$ cat src/rtl/tcc_pkg.sv
`timescale 1ns/1ps
package tcc_pkg;

  typedef enum logic [1:0] {
    MODE_CAPTURE = 2'b00,
    MODE_CMP_1   = 2'b01,
    MODE_CMP_2   = 2'b10,
    MODE_CMP_3   = 2'b11
  } chan_mode_e;

  function automatic logic mode_is_capture(input logic [1:0] m);
    return m == MODE_CAPTURE;
  endfunction

endpackage

$ cat src/rtl/tcc_bus_port.sv
`timescale 1ns/1ps
module tcc_bus_port #(
  parameter int ADDR_W = 8,
  parameter int BYTE_W = 8,
  parameter logic [ADDR_W-1:0] HI_ADDR = 'h14,
  localparam int VAL_W = 2 * BYTE_W
) (
  input  logic              clk,
  input  logic              rst_n,
  input  logic [ADDR_W-1:0] bus_addr,
  input  logic              bus_rd,
  input  logic              bus_wr,
  input  logic [VAL_W-1:0]  chan_value,
  output logic              rd_hi,
  output logic              rd_lo,
  output logic              wr_hi,
  output logic              wr_lo,
  output logic [BYTE_W-1:0] bus_rdata
);

  localparam logic [ADDR_W-1:0] LO_ADDR = HI_ADDR + 1'b1;

  function automatic logic [BYTE_W-1:0] get_byte(input logic [VAL_W-1:0] v,
                                                 input logic upper);
    return upper ? v[VAL_W-1:BYTE_W] : v[BYTE_W-1:0];
  endfunction

  logic hit_hi;
  logic hit_lo;

  assign hit_hi = bus_addr == HI_ADDR;
  assign hit_lo = bus_addr == LO_ADDR;
  assign rd_hi  = bus_rd & hit_hi;
  assign rd_lo  = bus_rd & hit_lo;
  assign wr_hi  = bus_wr & hit_hi;
  assign wr_lo  = bus_wr & hit_lo;

  always_comb begin
    bus_rdata = '0;
    if (rd_hi) begin
      bus_rdata = get_byte(chan_value, 1'b1);
    end else if (rd_lo) begin
      bus_rdata = get_byte(chan_value, 1'b0);
    end
  end


  strobe_single_chk: assert property (@(posedge clk) disable iff (!rst_n)
    $onehot0({rd_hi, rd_lo}) && $onehot0({wr_hi, wr_lo}));

endmodule

$ cat src/rtl/tcc_inhibit.sv
`timescale 1ns/1ps
module tcc_inhibit
  import tcc_pkg::*;
(
  input  logic       clk,
  input  logic       rst_n,
  input  logic [1:0] mode_sel,
  input  logic       rd_hi,
  input  logic       rd_lo,
  input  logic       wr_hi,
  input  logic       wr_lo,
  output logic       cap_inhibit,
  output logic       cmp_inhibit,
  output logic       mode_change
);

  chan_mode_e mode_q;
  logic       capture_mode;
  logic       cap_next;
  logic       cmp_next;

  assign capture_mode = mode_is_capture(mode_sel);
  assign mode_change  = chan_mode_e'(mode_sel) != mode_q;

  always_comb begin
    cap_next = cap_inhibit;
    if (mode_change) begin
      cap_next = 1'b0;
    end else if (rd_lo) begin
      cap_next = 1'b0;
    end else if (rd_hi && capture_mode) begin
      cap_next = 1'b1;
    end
  end

  always_comb begin
    cmp_next = cmp_inhibit;
    if (mode_change) begin
      cmp_next = 1'b0;
    end else if (wr_lo) begin
      cmp_next = 1'b0;
    end else if (wr_hi && !capture_mode) begin
      cmp_next = 1'b1;
    end
  end

  always_ff @(posedge clk or negedge rst_n) begin
    if (!rst_n) begin
      mode_q      <= MODE_CAPTURE;
      cap_inhibit <= 1'b0;
      cmp_inhibit <= 1'b0;
    end else begin
      mode_q      <= chan_mode_e'(mode_sel);
      cap_inhibit <= cap_next;
      cmp_inhibit <= cmp_next;
    end
  end


  mode_clears_holds_chk: assert property (@(posedge clk) disable iff (!rst_n)
    mode_change |=> !cap_inhibit && !cmp_inhibit);


  hi_read_holds_chk: assert property (@(posedge clk) disable iff (!rst_n)
    (rd_hi && capture_mode && !mode_change && !rd_lo) |=> cap_inhibit);


  hi_write_holds_chk: assert property (@(posedge clk) disable iff (!rst_n)
    (wr_hi && !capture_mode && !mode_change) |=> cmp_inhibit);

endmodule

$ cat src/rtl/tcc_value_reg.sv
`timescale 1ns/1ps
module tcc_value_reg
  import tcc_pkg::*;
#(
  parameter int BYTE_W = 8,
  localparam int VAL_W = 2 * BYTE_W
) (
  input  logic              clk,
  input  logic              rst_n,
  input  logic [1:0]        mode_sel,
  input  logic              capture_evt,
  input  logic [VAL_W-1:0]  counter_val,
  input  logic              rd_hi,
  input  logic              wr_hi,
  input  logic              wr_lo,
  input  logic [BYTE_W-1:0] wdata,
  input  logic              cap_inhibit,
  output logic              cap_load,
  output logic [VAL_W-1:0]  value_q
);

  function automatic logic [VAL_W-1:0] put_byte(input logic [VAL_W-1:0] cur,
                                                 input logic upper,
                                                 input logic [BYTE_W-1:0] b);
    logic [VAL_W-1:0] r;
    r = cur;
    if (upper) r[VAL_W-1:BYTE_W] = b;
    else       r[BYTE_W-1:0]     = b;
    return r;
  endfunction

  logic             cap_blocked;
  logic [VAL_W-1:0] written;

  assign cap_blocked = cap_inhibit | rd_hi | wr_hi | wr_lo;
  assign cap_load    = capture_evt & mode_is_capture(mode_sel) & ~cap_blocked;

  always_comb begin
    written = value_q;
    if (wr_hi) written = put_byte(written, 1'b1, wdata);
    if (wr_lo) written = put_byte(written, 1'b0, wdata);
  end

  always_ff @(posedge clk) begin
    if (wr_hi || wr_lo) begin
      value_q <= written;
    end else if (cap_load) begin
      value_q <= counter_val;
    end
  end


  capture_loads_chk: assert property (@(posedge clk) disable iff (!rst_n)
    cap_load |=> value_q == $past(counter_val));


  frozen_value_chk: assert property (@(posedge clk) disable iff (!rst_n)
    (cap_inhibit && !wr_hi && !wr_lo) |=> $stable(value_q));

endmodule

$ cat src/rtl/tcc_compare.sv
`timescale 1ns/1ps
module tcc_compare
  import tcc_pkg::*;
#(
  parameter int BYTE_W = 8,
  localparam int VAL_W = 2 * BYTE_W
) (
  input  logic             clk,
  input  logic             rst_n,
  input  logic [1:0]       mode_sel,
  input  logic [VAL_W-1:0] counter_val,
  input  logic [VAL_W-1:0] value_q,
  input  logic             cmp_inhibit,
  output logic             cmp_match
);

  function automatic logic count_hits(input logic [VAL_W-1:0] c,
                                      input logic [VAL_W-1:0] v);
    return (c ^ v) == '0;
  endfunction

  logic cmp_fire;

  assign cmp_fire = !mode_is_capture(mode_sel) && !cmp_inhibit &&
                    count_hits(counter_val, value_q);

  always_ff @(posedge clk or negedge rst_n) begin
    if (!rst_n) cmp_match <= 1'b0;
    else        cmp_match <= cmp_fire;
  end


  match_needs_cmp_mode_chk: assert property (@(posedge clk) disable iff (!rst_n)
    cmp_match |-> $past(mode_sel) != 2'b00);


  match_held_off_chk: assert property (@(posedge clk) disable iff (!rst_n)
    cmp_inhibit |=> !cmp_match);

endmodule

$ cat src/rtl/tcc_channel.sv
`timescale 1ns/1ps
module tcc_channel #(
  parameter int ADDR_W = 8,
  parameter int BYTE_W = 8,
  parameter logic [ADDR_W-1:0] HI_ADDR = 'h14,
  localparam int VAL_W = 2 * BYTE_W
) (
  input  logic              clk,
  input  logic              rst_n,
  input  logic [1:0]        mode_sel,
  input  logic [VAL_W-1:0]  counter_val,
  input  logic              capture_evt,
  input  logic [ADDR_W-1:0] bus_addr,
  input  logic              bus_rd,
  input  logic              bus_wr,
  input  logic [BYTE_W-1:0] bus_wdata,
  output logic [BYTE_W-1:0] bus_rdata,
  output logic              cmp_match
);

  logic             rd_hi;
  logic             rd_lo;
  logic             wr_hi;
  logic             wr_lo;
  logic             cap_inhibit;
  logic             cmp_inhibit;
  logic             mode_change;
  logic             cap_load;
  logic [VAL_W-1:0] chan_value;

  tcc_bus_port #(.ADDR_W(ADDR_W), .BYTE_W(BYTE_W), .HI_ADDR(HI_ADDR)) u_bus (
    .clk        (clk),
    .rst_n      (rst_n),
    .bus_addr   (bus_addr),
    .bus_rd     (bus_rd),
    .bus_wr     (bus_wr),
    .chan_value (chan_value),
    .rd_hi      (rd_hi),
    .rd_lo      (rd_lo),
    .wr_hi      (wr_hi),
    .wr_lo      (wr_lo),
    .bus_rdata  (bus_rdata)
  );

  tcc_inhibit u_hold (
    .clk         (clk),
    .rst_n       (rst_n),
    .mode_sel    (mode_sel),
    .rd_hi       (rd_hi),
    .rd_lo       (rd_lo),
    .wr_hi       (wr_hi),
    .wr_lo       (wr_lo),
    .cap_inhibit (cap_inhibit),
    .cmp_inhibit (cmp_inhibit),
    .mode_change (mode_change)
  );

  tcc_value_reg #(.BYTE_W(BYTE_W)) u_value (
    .clk         (clk),
    .rst_n       (rst_n),
    .mode_sel    (mode_sel),
    .capture_evt (capture_evt),
    .counter_val (counter_val),
    .rd_hi       (rd_hi),
    .wr_hi       (wr_hi),
    .wr_lo       (wr_lo),
    .wdata       (bus_wdata),
    .cap_inhibit (cap_inhibit),
    .cap_load    (cap_load),
    .value_q     (chan_value)
  );

  tcc_compare #(.BYTE_W(BYTE_W)) u_cmp (
    .clk         (clk),
    .rst_n       (rst_n),
    .mode_sel    (mode_sel),
    .counter_val (counter_val),
    .value_q     (chan_value),
    .cmp_inhibit (cmp_inhibit),
    .cmp_match   (cmp_match)
  );


  unaddressed_keeps_value_chk: assert property (@(posedge clk) disable iff (!rst_n)
    (!wr_hi && !wr_lo && !cap_load) |=> $stable(chan_value));


  idle_read_zero_chk: assert property (@(posedge clk) disable iff (!rst_n)
    (!rd_hi && !rd_lo) |-> bus_rdata == '0);


  no_capture_in_cmp_chk: assert property (@(posedge clk) disable iff (!rst_n)
    (mode_sel != 2'b00) |-> !cap_load);

endmodule

$ cat config.mk
export PLATFORM = sky130hd
export DESIGN_NAME = tcc_channel
export DESIGN_NICKNAME = d
export VERILOG_FILES = /design/src/rtl/tcc_pkg.sv /design/src/rtl/tcc_bus_port.sv /design/src/rtl/tcc_inhibit.sv /design/src/rtl/tcc_value_reg.sv /design/src/rtl/tcc_compare.sv /design/src/rtl/tcc_channel.sv
export SDC_FILE = /design/constraint.sdc
export NUM_CORES = 1
export LEC_CHECK = 0
export BUFFER_PORTS_ARGS = -buffer_cell sky130_fd_sc_hd__buf_4
export CAP_MARGIN = 20
export CELL_PAD_IN_SITES_DETAIL_PLACEMENT = 1
export CELL_PAD_IN_SITES_GLOBAL_PLACEMENT = 2
export CORE_MARGIN = 3
export CORE_UTILIZATION = 32
export DETAILED_ROUTE_END_ITERATION = 10
export MAX_ROUTING_LAYER = met4
export PLACE_DENSITY_LB_ADDON = 0.1
export SLEW_MARGIN = 20
export SYNTH_ARGS = -nofsm -noshare
export SYNTH_HDL_FRONTEND = slang
export SYNTH_HIERARCHICAL = 1
export SYNTH_SLANG_ARGS = --single-unit
$ cat constraint.sdc
create_clock -name clk -period 1.68 [get_ports clk]
set_clock_uncertainty 0.05 [all_clocks]
set_input_delay 0.168 -clock clk [delete_from_list [all_inputs] [get_ports clk]]
set_output_delay 0.168 -clock clk [all_outputs]
set_load 0.02 [all_outputs]
# Word-level counts from Yosys, hierarchy flattened
# Cells that the tools add are included.
word_totals:
  ff_bits: 21
  out_inout_bits: 9
  wordCells: 46
classes:
  n_eq_ne: 4
  muxes: 12
  bitwise_logic: 11
  n_reduce_logical: 13
ops:
  columns: ["cell", "n"]
  rows:
  - ["$mux 16", 3]
  - ["$mux 8", 3]
  - ["$eq 8x5->1 const B", 2]
  - ["$logic_not 16->1", 1]
  - ["$xor 16x16->16", 1]
  - ["$and 1x1->1", 6]
  - ["$mux 1", 6]
  - ["$reduce_bool 3->1", 2]
  - ["$logic_and 1x1->1", 4]
  - ["$or 1x1->1", 3]
  - ["$logic_not 1->1", 2]
  - ["$logic_not 2->1", 1]
  - ["$ne 2x1->1 const B", 1]
  - ["$ne 2x2->1", 1]
  - ["$reduce_and 2->1", 1]
  - ["$reduce_bool 2->1", 1]
  - ["$logic_or 1x1->1", 1]
  - ["$not 1->1", 1]

# Longest topological paths before layout
logic_depth:
  depth_word: 9
  mapped_depth: 6
  mapped_depth_nobuf: 4

# Cells and area by module
# The synthesis kept the hierarchy.
modules_own_cells:
  columns: ["mod", "instances", "cells_each", "area_each_um2", "seq_area_each_um2"]
  rows:
  - ["tcc_value_reg", 1, 40, 768.2, 480.5]
  - ["tcc_bus_port", 1, 30, 260.2, 0.0]
  - ["tcc_compare", 1, 24, 211.5, 25.0]
  - ["tcc_inhibit", 1, 13, 168.9, 100.1]

# Least setup slack after synthesis
# Ideal clock, no wire load.
synth_path:
  kind: "input to register"
  start: "input port bus_addr[5]"
  end: "register u_value.value_q[1] (data pin)"
  setup_ns: 0.260
  arrival_time_ns: 1.922
  setup_slack_ns: -0.552
  path_stages: 5
  path_buffers: 1
  cell_sequence: "or4b_4 > nor4_1 > nor2_4 > buf_12 > mux2_4"
synth_via:
  elab_chain_len: 4
  word_cells_on_any_way: 7
  classes_between: "eq/ne (2); mux (2); bitwise (2); reduce/logical (1)"
synth_rtl:
  columns: ["item", "line_no", "text"]
  rows:
  - ["start, declared", "tcc_channel.sv:13", "input logic [ADDR_W-1:0] bus_addr,"]
  - ["$eq 8x5->1", "tcc_bus_port.sv:31", "assign hit_hi = bus_addr == HI_ADDR;"]
  - ["$and 1x1->1", "tcc_bus_port.sv:35", "assign wr_hi = bus_wr & hit_hi;"]
  - ["named net wr_hi", "tcc_channel.sv:23", "logic wr_hi;"]
  - ["$logic_or 1x1->1", "tcc_value_reg.sv:45", "if (wr_hi || wr_lo) begin"]
  - ["$mux 16", "tcc_value_reg.sv:45", null]
  - ["end signal, assigned", "tcc_value_reg.sv:46", "value_q <= written;"]
  - ["end signal, assigned", "tcc_value_reg.sv:48", "value_q <= counter_val;"]
  - ["end, declared", "tcc_value_reg.sv:19", "output logic [VAL_W-1:0] value_q"]
# The timed path passes the listed nets, and every way through them passes these cells.
# A chain may end at the register's enable or synchronous reset.

# Worst setup path in the final report
layout_path:
  start: "input port bus_addr[5]"
  end: "register u_value.value_q[8] (data pin)"
layout_via:
  elab_chain_len: 4
  word_cells_on_any_way: 7
  classes_between: "eq/ne (2); mux (2); bitwise (2); reduce/logical (1)"
layout_rtl:
  columns: ["item", "line_no"]
  rows:
  - ["$eq 8x5->1 (*)", "tcc_bus_port.sv:31"]
  - ["$and 1x1->1 (*)", "tcc_bus_port.sv:35"]
  - ["named net wr_hi", "tcc_channel.sv:23"]
  - ["$mux 16 / $logic_or 1x1->1 (equally long branches)", "tcc_value_reg.sv:40, tcc_value_reg.sv:45"]
  - ["$mux 16 (*)", "tcc_value_reg.sv:45"]
# The timed path passes the listed nets; every way through them passes the cells marked *. The select of a mux whose other input is x is not followed.

==> reports/metrics.csv <==
metric,value,unit
p_sw,277,uW
required,1.64,ns
rsz0062_at_grt,true,
p_clk_frac,0.293,
mostFrequentLayoutCell,buf_4,
utilization,0.513,
die_y,72.0,um
placed_area,0.00185,mm2
drt_iter0_drc,16,
grt_max_degree,12,
cp.arrival,1.70,ns
gp_routability_congestion,0.719,
grt_overflow,0,
finalCritPeriodShare,1.03,
start_util,0.341,
die_area,0.00518,mm2
dp_slack,-0.450,ns
violations,setup timing,
port_buffers,47,
synthCells,105,
final.setup.worst_slack,-0.0568,ns
worstSetupPathType,input pin to flip-flop,
finalHoldViolCount,0,
cts_buffers,3,
pin_count,48,
end_kind,flip-flop,
drive_gt1_frac,0.607,
combPwrFrac,0.197,
vias_per_cell,4.96,
max_clock_freq,576,MHz
ant_nets,0,
nets,208,
outcome,"complete, but fails checks",
track_usage,0.163,
period_needed,1.74,ns
cts_tree,yes,
wl,3.89,mm
vias,1081,
antenna_found_initial,0,
first_pass_iters,3,
relSlewSlack,0.622,
mostFrequentLayoutCells,"buf_4 (46), xor2_1 (18), edfxtp_1 (16), buf_6 (15), mux2_4 (9)",
path_cells,buf_6 -> or4b_4 -> nor4_4 -> buf_4 -> nor2_4 -> mux2_4,
fin_area,0.00209,mm2
dpl.hpwl,2.91,mm
setup_violations,27,
syn_nets,144,
syn-cell-area,0.00139,mm2
cts_max_level,1,
min_path_type,input pin to flip-flop,
syn_to_final_growth,50.4,%
crit_fanout,8,
power.total,1.15,mW
swShare,0.242,
worst_pin_slew,0.559,ns
n_antenna_cell,0,
die_w,72.0,um
path_delay_family,simple AND/OR/NAND/NOR gates,
ir_drop,0.000298,V
drc_errors,0,
tns,-1.00,ns
insertion_delay,0.26,ns
setup.worst_path.start_class,input pin,
worst_hold_slack,0.0152,ns
cell_internal_pwr,870,uW
yosysWarnings,6,
grt_pass1_wl,6.23,mm
slowest_delay,0.59,ns
p_seq_frac,0.510,
clock-root-buffer,clkbuf_8,
path_clk_slew,0.07,ns
rows,23,
p_leak,0.919,nW
power.density,548,mW/mm2
grt_pass1_vias,1273,
crit_buf_inv,2,
layout.cells.non_filler,218,
cap_violations,0,
dp_cells,206,
cts_max_path_buffers,2,
critPathSlowestCell,or4b_4,
clkSinkCount,21,
synth.avg_cell_area,13.3,um2
core_area,0.00409,mm2
wl_per_cell,17.8,um
drv_slew,0,
==> routing by layer <==
layer,vias to the layer above,track usage,part of all wire
met5,-,-,0
met4,0,0.0376,0.0090
met3,4,0.0263,0.040
met2,30,0.279,0.52
met1,527,0.202,0.43
li1,520,-,-
==> registers in the layout, indices dropped and copies added, names as in the netlist <==
signal              cells
u_value/value_q        16
u_hold/mode_q           2
u_cmp/cmp_match         1
u_hold/cap_inhibit      1
u_hold/cmp_inhibit      1
==> cell type report <==
type	count	area, um2
multi-input combinational	77	842
tap	50	62.6
clock buffer	4	45.0
sequential	21	606
inverter	4	15.0
fill	429	1990
timing repair buffer	62	524
==> worst register-to-register path: cells and delay by family (launching register included) <==
kind	cells	cell delay (ns)
xor gates and xnor gates	1	0.18
DFF	1	0.42
and+or+nand+nor	3	0.69
==> power groups by stage <==
stage	logic (mW)	registers [mW]	clock network (mW)
finish	0.226	0.585	0.336
global route	0.245	0.586	0.370
CTS	0.222	0.585	0.345
detailed placement	0.208	0.597	0
global placement	0.202	0.596	0
floorplan	0.0918	0.594	0
==> final timing paths <==
check | startpoint | to | slack (ns) | cells past startpoint
min reg2reg | u_hold/cmp_inhibit | u_hold/cmp_inhibit | 0.51 | 2
min | mode_sel[1] | u_hold/mode_q[1] | 0.02 | 1
min in group asynchronous | rst_n | u_cmp/cmp_match | 0.20 | 2
max in group asynchronous | rst_n | u_hold/mode_q[1] | 1.27 | 2
max reg2reg | u_value/value_q[4] | u_cmp/cmp_match | 0.24 | 4
max | bus_addr[5] | u_value/value_q[8] | -0.06 | 6
==> what timing repair did <==
action | in CTS | in global routing
endpoints found under the hold margin | 5 | 0
resized for setup | 19 | 11
pin swaps | 11 | 6
cloned | 1 | 0
hold buffers | 1 | 0
endpoints found under the setup margin | 39 | 39
buffers inserted | 5 | 1
Note: power is estimated with default switching activity, not from simulation.
